--- config.mk ---
export PLATFORM = sky130hd
export DESIGN_NAME = flash_cmd_ctrl
export DESIGN_NICKNAME = d
export VERILOG_FILES = /design/src/rtl/flash_cmd_pkg.sv /design/src/rtl/flash_cmd_fsm.sv /design/src/rtl/flash_erase_walk.sv /design/src/rtl/flash_read_sel.sv /design/src/rtl/flash_cmd_ctrl.sv
export SDC_FILE = /design/constraint.sdc
export NUM_CORES = 1
export LEC_CHECK = 0
export BUFFER_PORTS_ARGS = -buffer_cell sky130_fd_sc_hd__buf_2
export CAP_MARGIN = 10
export CORE_MARGIN = 5
export CORE_UTILIZATION = 55
export CTS_BUF_LIST = sky130_fd_sc_hd__clkbuf_8
export CTS_CLUSTER_DIAMETER = 30
export CTS_CLUSTER_SIZE = 24
export DETAILED_ROUTE_END_ITERATION = 6
export PLACE_DENSITY = 0.95
export SLEW_MARGIN = 5
export SYNTH_ARGS = -nofsm -noshare
export SYNTH_HDL_FRONTEND = slang
export SYNTH_SLANG_ARGS = --single-unit
--- constraint.sdc ---
create_clock -name clk_i -period 5.2 [get_ports clk_i]
set_input_delay 0.52 -clock clk_i [delete_from_list [all_inputs] [get_ports clk_i]]
set_output_delay 0.52 -clock clk_i [all_outputs]
set_load 0.03 [all_outputs]
--- src/rtl/flash_cmd_pkg.sv ---
package flash_cmd_pkg;
  parameter int unsigned LANE_W = 8;

  parameter logic [7:0] CMD_ARRAY    = 8'h00;
  parameter logic [7:0] CMD_PROG_A   = 8'h10;
  parameter logic [7:0] CMD_ERASE    = 8'h20;
  parameter logic [7:0] CMD_PROG_B   = 8'h40;
  parameter logic [7:0] CMD_CLR      = 8'h50;
  parameter logic [7:0] CMD_LOCK     = 8'h60;
  parameter logic [7:0] CMD_STAT     = 8'h70;
  parameter logic [7:0] CMD_IDENT    = 8'h90;
  parameter logic [7:0] CMD_QUERY    = 8'h98;
  parameter logic [7:0] CMD_WBUF     = 8'hE8;
  parameter logic [7:0] CMD_CONFIRM  = 8'hD0;
  parameter logic [7:0] CMD_LOCK_ALT = 8'h01;

  parameter int unsigned ST_READY     = 7;
  parameter int unsigned ST_ERASE_ERR = 5;
  parameter int unsigned ST_PROG_ERR  = 4;

  typedef enum logic [1:0] {RD_ARRAY, RD_STATUS, RD_IDENT, RD_QUERY} rd_mode_e;
endpackage

--- src/rtl/flash_cmd_fsm.sv ---
module flash_cmd_fsm
  import flash_cmd_pkg::*;
#(
  parameter int unsigned ADDR_W = 8
) (
  input  logic              clk_i,
  input  logic              rst_ni,
  input  logic              ro_i,
  input  logic              we_i,
  input  logic [7:0]        cmd_byte_i,
  input  logic [ADDR_W-1:0] addr_i,
  input  logic              busy_i,
  input  logic              done_i,
  output rd_mode_e          mode_o,
  output logic [7:0]        status_o,
  output logic              prog_we_o,
  output logic              erase_start_o,
  output logic              wbuf_start_o,
  output logic [ADDR_W-1:0] wbuf_addr_o
);
  logic [7:0] cmd_q, cmd_d, status_q, status_d;
  logic       wcycle_q, wcycle_d, wbuf_d;

  always_comb begin
    cmd_d         = cmd_q;
    wcycle_d      = wcycle_q;
    status_d      = status_q;
    prog_we_o     = 1'b0;
    erase_start_o = 1'b0;
    wbuf_d        = 1'b0;
    if (we_i && !busy_i) begin
      if (!wcycle_q) begin
        case (cmd_byte_i)
          CMD_PROG_A, CMD_PROG_B, CMD_ERASE, CMD_LOCK: begin
            cmd_d    = cmd_byte_i;
            wcycle_d = 1'b1;
          end
          CMD_CLR: begin
            status_d = '0;
            cmd_d    = CMD_ARRAY;
          end
          CMD_STAT, CMD_IDENT, CMD_QUERY: cmd_d = cmd_byte_i;
          CMD_WBUF: begin
            cmd_d              = CMD_WBUF;
            status_d[ST_READY] = 1'b1;
            wbuf_d             = 1'b1;
          end
          default: cmd_d = CMD_ARRAY;  // read-array aliases and unknown codes
        endcase
      end else begin
        wcycle_d = 1'b0;
        case (cmd_q)
          CMD_PROG_A, CMD_PROG_B: begin
            if (ro_i) status_d[ST_PROG_ERR] = 1'b1;
            else      prog_we_o = 1'b1;
            status_d[ST_READY] = 1'b1;
          end
          CMD_ERASE: begin
            if (cmd_byte_i == CMD_CONFIRM) begin
              if (ro_i) begin
                status_d[ST_ERASE_ERR] = 1'b1;
                status_d[ST_READY]     = 1'b1;
              end else begin
                erase_start_o      = 1'b1;
                status_d[ST_READY] = 1'b0;
              end
            end else begin
              cmd_d = CMD_ARRAY;
            end
          end
          CMD_LOCK: begin
            if (cmd_byte_i == CMD_CONFIRM || cmd_byte_i == CMD_LOCK_ALT)
              status_d[ST_READY] = 1'b1;
            else
              cmd_d = CMD_ARRAY;
          end
          default: cmd_d = CMD_ARRAY;
        endcase
      end
    end
    if (done_i) status_d[ST_READY] = 1'b1;
  end

  always_ff @(posedge clk_i or negedge rst_ni) begin
    if (!rst_ni) begin
      cmd_q        <= CMD_ARRAY;
      wcycle_q     <= 1'b0;
      status_q     <= 8'h80;
      wbuf_start_o <= 1'b0;
      wbuf_addr_o  <= '0;
    end else begin
      cmd_q        <= cmd_d;
      wcycle_q     <= wcycle_d;
      status_q     <= status_d;
      wbuf_start_o <= wbuf_d;
      if (wbuf_d) wbuf_addr_o <= addr_i;
    end
  end

  always_comb begin
    case (cmd_q)
      CMD_ARRAY: mode_o = RD_ARRAY;
      CMD_IDENT: mode_o = RD_IDENT;
      CMD_QUERY: mode_o = RD_QUERY;
      default:   mode_o = RD_STATUS;
    endcase
  end

  assign status_o = status_q;

  assert_busy_ignores_write_R5: assert property (@(posedge clk_i) disable iff (!rst_ni)
    (busy_i && we_i) |=> ($stable(cmd_q) && $stable(wcycle_q)));
  assert_second_cycle_owner_R12: assert property (@(posedge clk_i) disable iff (!rst_ni)
    wcycle_q |-> (cmd_q == CMD_PROG_A || cmd_q == CMD_PROG_B ||
                  cmd_q == CMD_ERASE  || cmd_q == CMD_LOCK));
  assert_clear_status_R8: assert property (@(posedge clk_i) disable iff (!rst_ni)
    (we_i && !busy_i && !wcycle_q && cmd_byte_i == CMD_CLR)
      |=> (status_q == 8'h00 && cmd_q == CMD_ARRAY));
  assert_wbuf_ready_R13: assert property (@(posedge clk_i) disable iff (!rst_ni)
    wbuf_start_o |-> (cmd_q == CMD_WBUF && status_q[ST_READY]));
  assert_erase_writable_R7: assert property (@(posedge clk_i) disable iff (!rst_ni)
    erase_start_o |-> !ro_i);
endmodule

--- src/rtl/flash_erase_walk.sv ---
module flash_erase_walk #(
  parameter int unsigned ADDR_W = 8,
  parameter int unsigned SECT_W = 4
) (
  input  logic                     clk_i,
  input  logic                     rst_ni,
  input  logic                     start_i,
  input  logic [ADDR_W-SECT_W-1:0] sect_i,
  output logic                     busy_o,
  output logic                     done_o,
  output logic                     we_o,
  output logic [ADDR_W-1:0]        addr_o
);
  logic [SECT_W-1:0]        idx_q;
  logic [ADDR_W-SECT_W-1:0] sect_q;
  logic                     last;

  assign last   = (idx_q == {SECT_W{1'b1}});
  assign done_o = busy_o && last;
  assign we_o   = busy_o;
  assign addr_o = {sect_q, idx_q};

  always_ff @(posedge clk_i or negedge rst_ni) begin
    if (!rst_ni) begin
      busy_o <= 1'b0;
      idx_q  <= '0;
      sect_q <= '0;
    end else if (start_i && !busy_o) begin
      busy_o <= 1'b1;
      idx_q  <= '0;
      sect_q <= sect_i;
    end else if (busy_o) begin
      idx_q <= idx_q + 1'b1;
      if (last) busy_o <= 1'b0;
    end
  end

  assert_walk_start_R5: assert property (@(posedge clk_i) disable iff (!rst_ni)
    (start_i && !busy_o) |=> (busy_o && addr_o[SECT_W-1:0] == '0));
  assert_walk_ends_R5: assert property (@(posedge clk_i) disable iff (!rst_ni)
    done_o |=> !busy_o);
endmodule

--- src/rtl/flash_read_sel.sv ---
module flash_read_sel
  import flash_cmd_pkg::*;
#(
  parameter int unsigned ADDR_W = 8,
  parameter int unsigned LANES  = 2,
  parameter logic [7:0]  MFR_ID = 8'h89,
  parameter logic [7:0]  DEV_ID = 8'h18
) (
  input  logic                    clk_i,
  input  logic                    rst_ni,
  input  logic                    re_i,
  input  rd_mode_e                mode_i,
  input  logic [ADDR_W-1:0]       addr_i,
  input  logic [7:0]              status_i,
  input  logic [LANES*LANE_W-1:0] array_i,
  output logic [LANES*LANE_W-1:0] rdata_o
);
  localparam int unsigned DATA_W = LANES * LANE_W;

  logic [LANE_W-1:0] info_byte;
  logic [DATA_W-1:0] info_word, rd_d;

  function automatic logic [7:0] query_byte(input logic [ADDR_W-1:0] idx);
    case (idx)
      ADDR_W'(8'h10): query_byte = 8'h51;
      ADDR_W'(8'h11): query_byte = 8'h52;
      ADDR_W'(8'h12): query_byte = 8'h59;
      ADDR_W'(8'h13): query_byte = 8'h01;
      default:        query_byte = 8'h00;
    endcase
  endfunction

  always_comb begin
    case (mode_i)
      RD_IDENT: info_byte = (addr_i == ADDR_W'(0)) ? MFR_ID :
                            (addr_i == ADDR_W'(1)) ? DEV_ID : 8'h00;
      RD_QUERY: info_byte = query_byte(addr_i);
      default:  info_byte = status_i;
    endcase
  end

  for (genvar l = 0; l < LANES; l++) begin : g_lane
    assign info_word[l*LANE_W +: LANE_W] = info_byte;
    if (l > 0) begin : g_chk
      assert_lane_copy_R3: assert property (@(posedge clk_i) disable iff (!rst_ni)
        (re_i && mode_i != RD_ARRAY) |=> (rdata_o[l*LANE_W +: LANE_W] == rdata_o[LANE_W-1:0]));
    end
  end

  assign rd_d = (mode_i == RD_ARRAY) ? array_i : info_word;

  always_ff @(posedge clk_i or negedge rst_ni) begin
    if (!rst_ni)   rdata_o <= '0;
    else if (re_i) rdata_o <= rd_d;
  end
endmodule

--- src/rtl/flash_cmd_ctrl.sv ---
module flash_cmd_ctrl
  import flash_cmd_pkg::*;
#(
  parameter int unsigned ADDR_W     = 8,
  parameter int unsigned LANES      = 2,
  parameter int unsigned SECT_WORDS = 16,
  parameter logic [7:0]  MFR_ID     = 8'h89,
  parameter logic [7:0]  DEV_ID     = 8'h18
) (
  input  logic                    clk_i,
  input  logic                    rst_ni,
  input  logic                    ro_i,
  input  logic                    bus_we_i,
  input  logic                    bus_re_i,
  input  logic [ADDR_W-1:0]       bus_addr_i,
  input  logic [LANES*LANE_W-1:0] bus_wdata_i,
  output logic [LANES*LANE_W-1:0] bus_rdata_o,
  output logic                    mem_we_o,
  output logic [ADDR_W-1:0]       mem_addr_o,
  output logic [LANES*LANE_W-1:0] mem_wdata_o,
  input  logic [LANES*LANE_W-1:0] mem_rdata_i,
  output logic                    wbuf_start_o,
  output logic [ADDR_W-1:0]       wbuf_addr_o
);
  localparam int unsigned SECT_W = $clog2(SECT_WORDS);

  rd_mode_e          mode;
  logic [7:0]        status;
  logic              prog_we, erase_start, busy, done, walk_we;
  logic [ADDR_W-1:0] walk_addr;

  flash_cmd_fsm #(.ADDR_W(ADDR_W)) u_fsm (
    .clk_i, .rst_ni, .ro_i,
    .we_i          (bus_we_i),
    .cmd_byte_i    (bus_wdata_i[7:0]),
    .addr_i        (bus_addr_i),
    .busy_i        (busy),
    .done_i        (done),
    .mode_o        (mode),
    .status_o      (status),
    .prog_we_o     (prog_we),
    .erase_start_o (erase_start),
    .wbuf_start_o,
    .wbuf_addr_o
  );

  flash_erase_walk #(.ADDR_W(ADDR_W), .SECT_W(SECT_W)) u_walk (
    .clk_i, .rst_ni,
    .start_i (erase_start),
    .sect_i  (bus_addr_i[ADDR_W-1:SECT_W]),
    .busy_o  (busy),
    .done_o  (done),
    .we_o    (walk_we),
    .addr_o  (walk_addr)
  );

  flash_read_sel #(.ADDR_W(ADDR_W), .LANES(LANES), .MFR_ID(MFR_ID), .DEV_ID(DEV_ID)) u_rd (
    .clk_i, .rst_ni,
    .re_i     (bus_re_i),
    .mode_i   (mode),
    .addr_i   (bus_addr_i),
    .status_i (status),
    .array_i  (mem_rdata_i),
    .rdata_o  (bus_rdata_o)
  );

  assign mem_we_o    = walk_we | prog_we;
  assign mem_addr_o  = busy ? walk_addr : bus_addr_i;
  assign mem_wdata_o = busy ? '1 : bus_wdata_i;

  assert_ro_no_store_R7: assert property (@(posedge clk_i) disable iff (!rst_ni)
    mem_we_o |-> !ro_i);
  assert_no_prog_in_erase_R5: assert property (@(posedge clk_i) disable iff (!rst_ni)
    busy |-> !prog_we);
endmodule

==> results.txt <==
----------------------------------------------------
[Clock network]
  Post-CTS Setup Bufs ... 0
  Clock transition at path regs ... 0.08 ns
  Root buf cell ... clkbuf_8
  Total number of clock tree sinks ... 46
  Clock network latency to the later pin of the worst-skew pair ... 0.30 ns
  Buffer depth of the longest clock path ... 2
  Total number of H-tree levels ... 2
  Inserted Clock Buffers ... 5
  Hold-fix buffer count after cts ... 0
  CTS resizes ... 0
  TritonCTS clock tree ... yes

[Route]
  Met3 routed WL ... 525 um
  Top sig layer ... met4
  Number of remaining DRC errors ... 0
  Routed metal-1 wirelength ... 2.62 mm
  Number of nets still failing antenna checks after routing ... 0
  Routed via count divided by cell count ... 5.92
  Detailed-route wire length per cell ... 16.1 um
  First DRT Iteration DRCs ... 178
  Detail Route met2 WL ... roughly 3.3 mm
  Total detailed-routing wirelength ... between 6 and 7 mm
  Total number of vias ... 2404
  Detailed Routing Iterations Pass 1 ... 4

[GRT]
  Initial antenna violation count ... 0
  Number of global-route vias before repair ... 2308
  GRT Util Overall ... 0.219
  Aggregate global routing overflow ... 0
  Largest net degree at the start of global routing ... 47
  Wire length of the first global-routing pass ... 10.9 mm

[Placed design]
  Half-perimeter wire length after detailed placement ... 4.93 mm
  Number of cells in the design after placement ... between 300 and 400
  RD Place Congestion ... roughly 0.88
  Count of input and output buffers ... 94

[Worst setup path]
  Most frequent CP cell ... nor3_1
  Worst Path Required ... 4.68 ns
  Crit end category ... output port
  Cell breakdown of the critical path ... nor3_1 > nand2_1 > nor3_1 > a41o_1 > buf_2
  Startpoint of the worst setup timing path ... u_fsm.cmd_q[2]
  Setup crit start kind ... flop
  Maximum fanout encountered on the critical timing path ... 6
  Worst setup path category ... flop to output port
  Largest stage delay on the critical path ... approximately 0.46 ns
  End of the worst register-to-register path ... u_fsm.status_o[7]
  CP top delay family ... simple AND/OR/NAND/NOR gates
  Cell with the biggest individual delay on the critical path ... nor3_1
  R2R setup slack ... 2.77 ns
  Data arrival time at the worst-slack endpoint ... 2.04 ns
  Combined buffer and inverter count along the critical path ... 1
  Worst Reg2Reg Path Length in Cells ... 5
  Worst r2r src ... u_walk.busy_o

[Layout]
  # diodes ... 0
  Net count of the finished layout ... approximately 400
  Final Non-Filler Cells ... 406
  Relative area change from synthesis to final layout ... 22.4%
  Fraction of final layout cells sized beyond drive strength 1 ... 0.423

[Timing]
  Clock Skews ... 0.0105 ns
  Final max-slew violation count ... 0
  RSZ-0062 raised after global routing ... false
  Period utilisation layout ... 0.493
  Headroom to the max-slew limit ... 0.344
  Setup TNS after final layout ... 0 ns
  Highest clock frequency the design can meet ... 390 MHz
  Slew at the pin closest to its max-slew limit ... 0.984 ns
  Final hold violation count ... 0
  Setup violators final ... 0
  Fin crit period ... ~2.6 ns

[Synth]
  Mean instance size in the synthesized netlist ... 9.80 um2
  EDFF count, synth ... 0
  Post-synthesis cell area ... 0.00260 mm2
  Fraction of synthesis flops using an asynchronous set or reset pin ... 1.00
  Sequential-to-total area share from yosys stat ... 0.444
  Cell count after synthesis ... around 270
  Post-synthesis register bit count ... between 40 and 50
  Commonest register cell after synthesis ... dfrtp_1
  Synthesis warning total ... 0
  Number of distinct standard cells referenced by the synthesized netlist ... 55
  Nets in the synthesized netlist ... about 310

[Floorplan]
  Number of placement rows ... 25
  Die outline area ... between 0.006 and 0.007 mm2
  Width of the die ... 78.7 um
  Std-Cell Core Area ... 0.00466 mm2
  Initial standard-cell utilization of the core ... 0.557
  Boundary pin count ... 95
  DIE HEIGHT ... 78.7 um

[Flow run]
  Number of max-cap violations ... 0

[Status]
  Outcome ... complete, no violations

[Power]
  Worst vdd rail ir drop ... 0.000145 V
  Leakage Power ... 1.59 nW
  Power, Total ... 0.000804 W
  Pwr per Cell Area ... 253 mW/mm2

[Hold path]
  Type of the most critical hold path ... input pin to asynchronous set/reset pin

----------------------------------------------------
routing by layer:
layer	vias up	global-route usage
li1	1127	-
met1	1138	0.263
met2	125	0.396
met3	14	0.0397
met4	0	0.0682
met5	-	0
Yosys cell counts, types with 2 or more instances:
| library cell | count | area share |
|---|---|---|
| dfrtp_1 | 45 | 0.43 |
| nor2_1 | 31 | 0.045 |
| nand2_1 | 18 | 0.026 |
| or2_2 | 17 | 0.041 |
| mux2_2 | 16 | 0.069 |
| a21oi_1 | 13 | 0.025 |
| clkbuf_1 | 8 | 0.012 |
| inv_1 | 8 | 0.012 |
| nand3_1 | 8 | 0.015 |
| nor3_1 | 8 | 0.015 |
| a211oi_1 | 6 | 0.017 |
| a31oi_1 | 6 | 0.014 |
| and2_1 | 5 | 0.012 |
| nor3b_1 | 5 | 0.014 |
| o21ai_0 | 5 | 0.0096 |
| a221o_1 | 4 | 0.015 |
| buf_2 | 4 | 0.0077 |
| mux2_4 | 4 | 0.023 |
| xnor2_1 | 4 | 0.013 |
| a22oi_1 | 3 | 0.0087 |
| a41o_1 | 3 | 0.012 |
| nor2b_1 | 3 | 0.0072 |
| nor4_1 | 3 | 0.0072 |
| a21o_1 | 2 | 0.0058 |
| a311oi_1 | 2 | 0.0067 |
| and2_2 | 2 | 0.0058 |
| and4b_1 | 2 | 0.0077 |
| nand4_1 | 2 | 0.0048 |
| or3_1 | 2 | 0.0048 |
how the worst max path moves through the flow:
stage	end	slack (ns)	cells past startpoint
finish	mem_we_o	2.64	5
global route	mem_we_o	2.53	5
floorplan	mem_we_o	3.20	4
detailed placement	u_fsm.status_o[7]	2.79	5
CTS	mem_we_o	2.65	5
global placement	u_fsm.status_o[7]	2.87	5
cells in the final DEF (no fill, tap or decap), drive strengths merged, types with 2 or more instances in the layout:
master	instances
buf	94
dfrtp	45
nor2	31
mux2	20
nand2	18
or2	17
a21oi	13
inv	9
nor3	8
nand3	8
and2	7
a211oi	6
a31oi	6
nor3b	5
o21ai	5
clkbuf	5
nor4	5
xnor2	4
a221o	4
a41o	3
nor2b	3
a22oi	3
nand4	3
and4b	2
or3	2
a311oi	2
a21o	2
nor4b	2
registers in the layout (all words and copies together) (netlist names):
register / cells
u_rd.rdata_o: 16
u_fsm.cmd_q: 8
u_fsm.wbuf_addr_o: 8
u_walk.idx_q: 4
u_walk.sect_q: 4
u_fsm.status_o: 3
u_fsm.wbuf_start_o: 1
u_fsm.wcycle_q: 1
u_walk.busy_o: 1
report_power, final:
group | leakage, nW | switching (W) | internal, W
Sequential | 0.595 | 0.00000843 | 0.000373
Clock | 0.0585 | 0.000124 | 0.000144
Combinational | 0.938 | 0.000103 | 0.0000519
Total | 1.59 | 0.000235 | 0.000569
logic make-up after synthesis:
family	share of synthesized area
compound gates	0.143
xor+xnor	0.0169
fa+ha+maj	0.00867
buf+inv	0.0385
flops	0.444
mux	0.0963
simple gates	0.253
stage by stage:
| step | instance area (um2) | utilization | setup WS [ns] | hold WS, ns |
|---|---|---|---|---|
| 3_3_place_gp | 3070 | 0.658 | 2.87 | 0.486 |
| 4_1_cts | 3180 | 0.682 | 2.65 | 0.405 |
| 5_1_grt | 3180 | 0.682 | 2.53 | 0.461 |
| 6_report | 3180 | 0.682 | 2.64 | 0.379 |
| 3_5_place_dp | 3070 | 0.658 | 2.79 | 0.492 |
| 2_1_floorplan | 2600 | - | 3.20 | 0.224 |
layout make-up:
type                            count  area [um2]
Timing Repair Buffer               94         470
Tap cell                           54        67.6
Inverter                            8        30.0
Clock inverter                      3        43.8
Clock buffer                        5        68.8
Multi-Input combinational cell    196        1350
Fill cell                         353        1480
Sequential cell                    46        1150
Note: power is estimated with default switching activity, not from simulation.
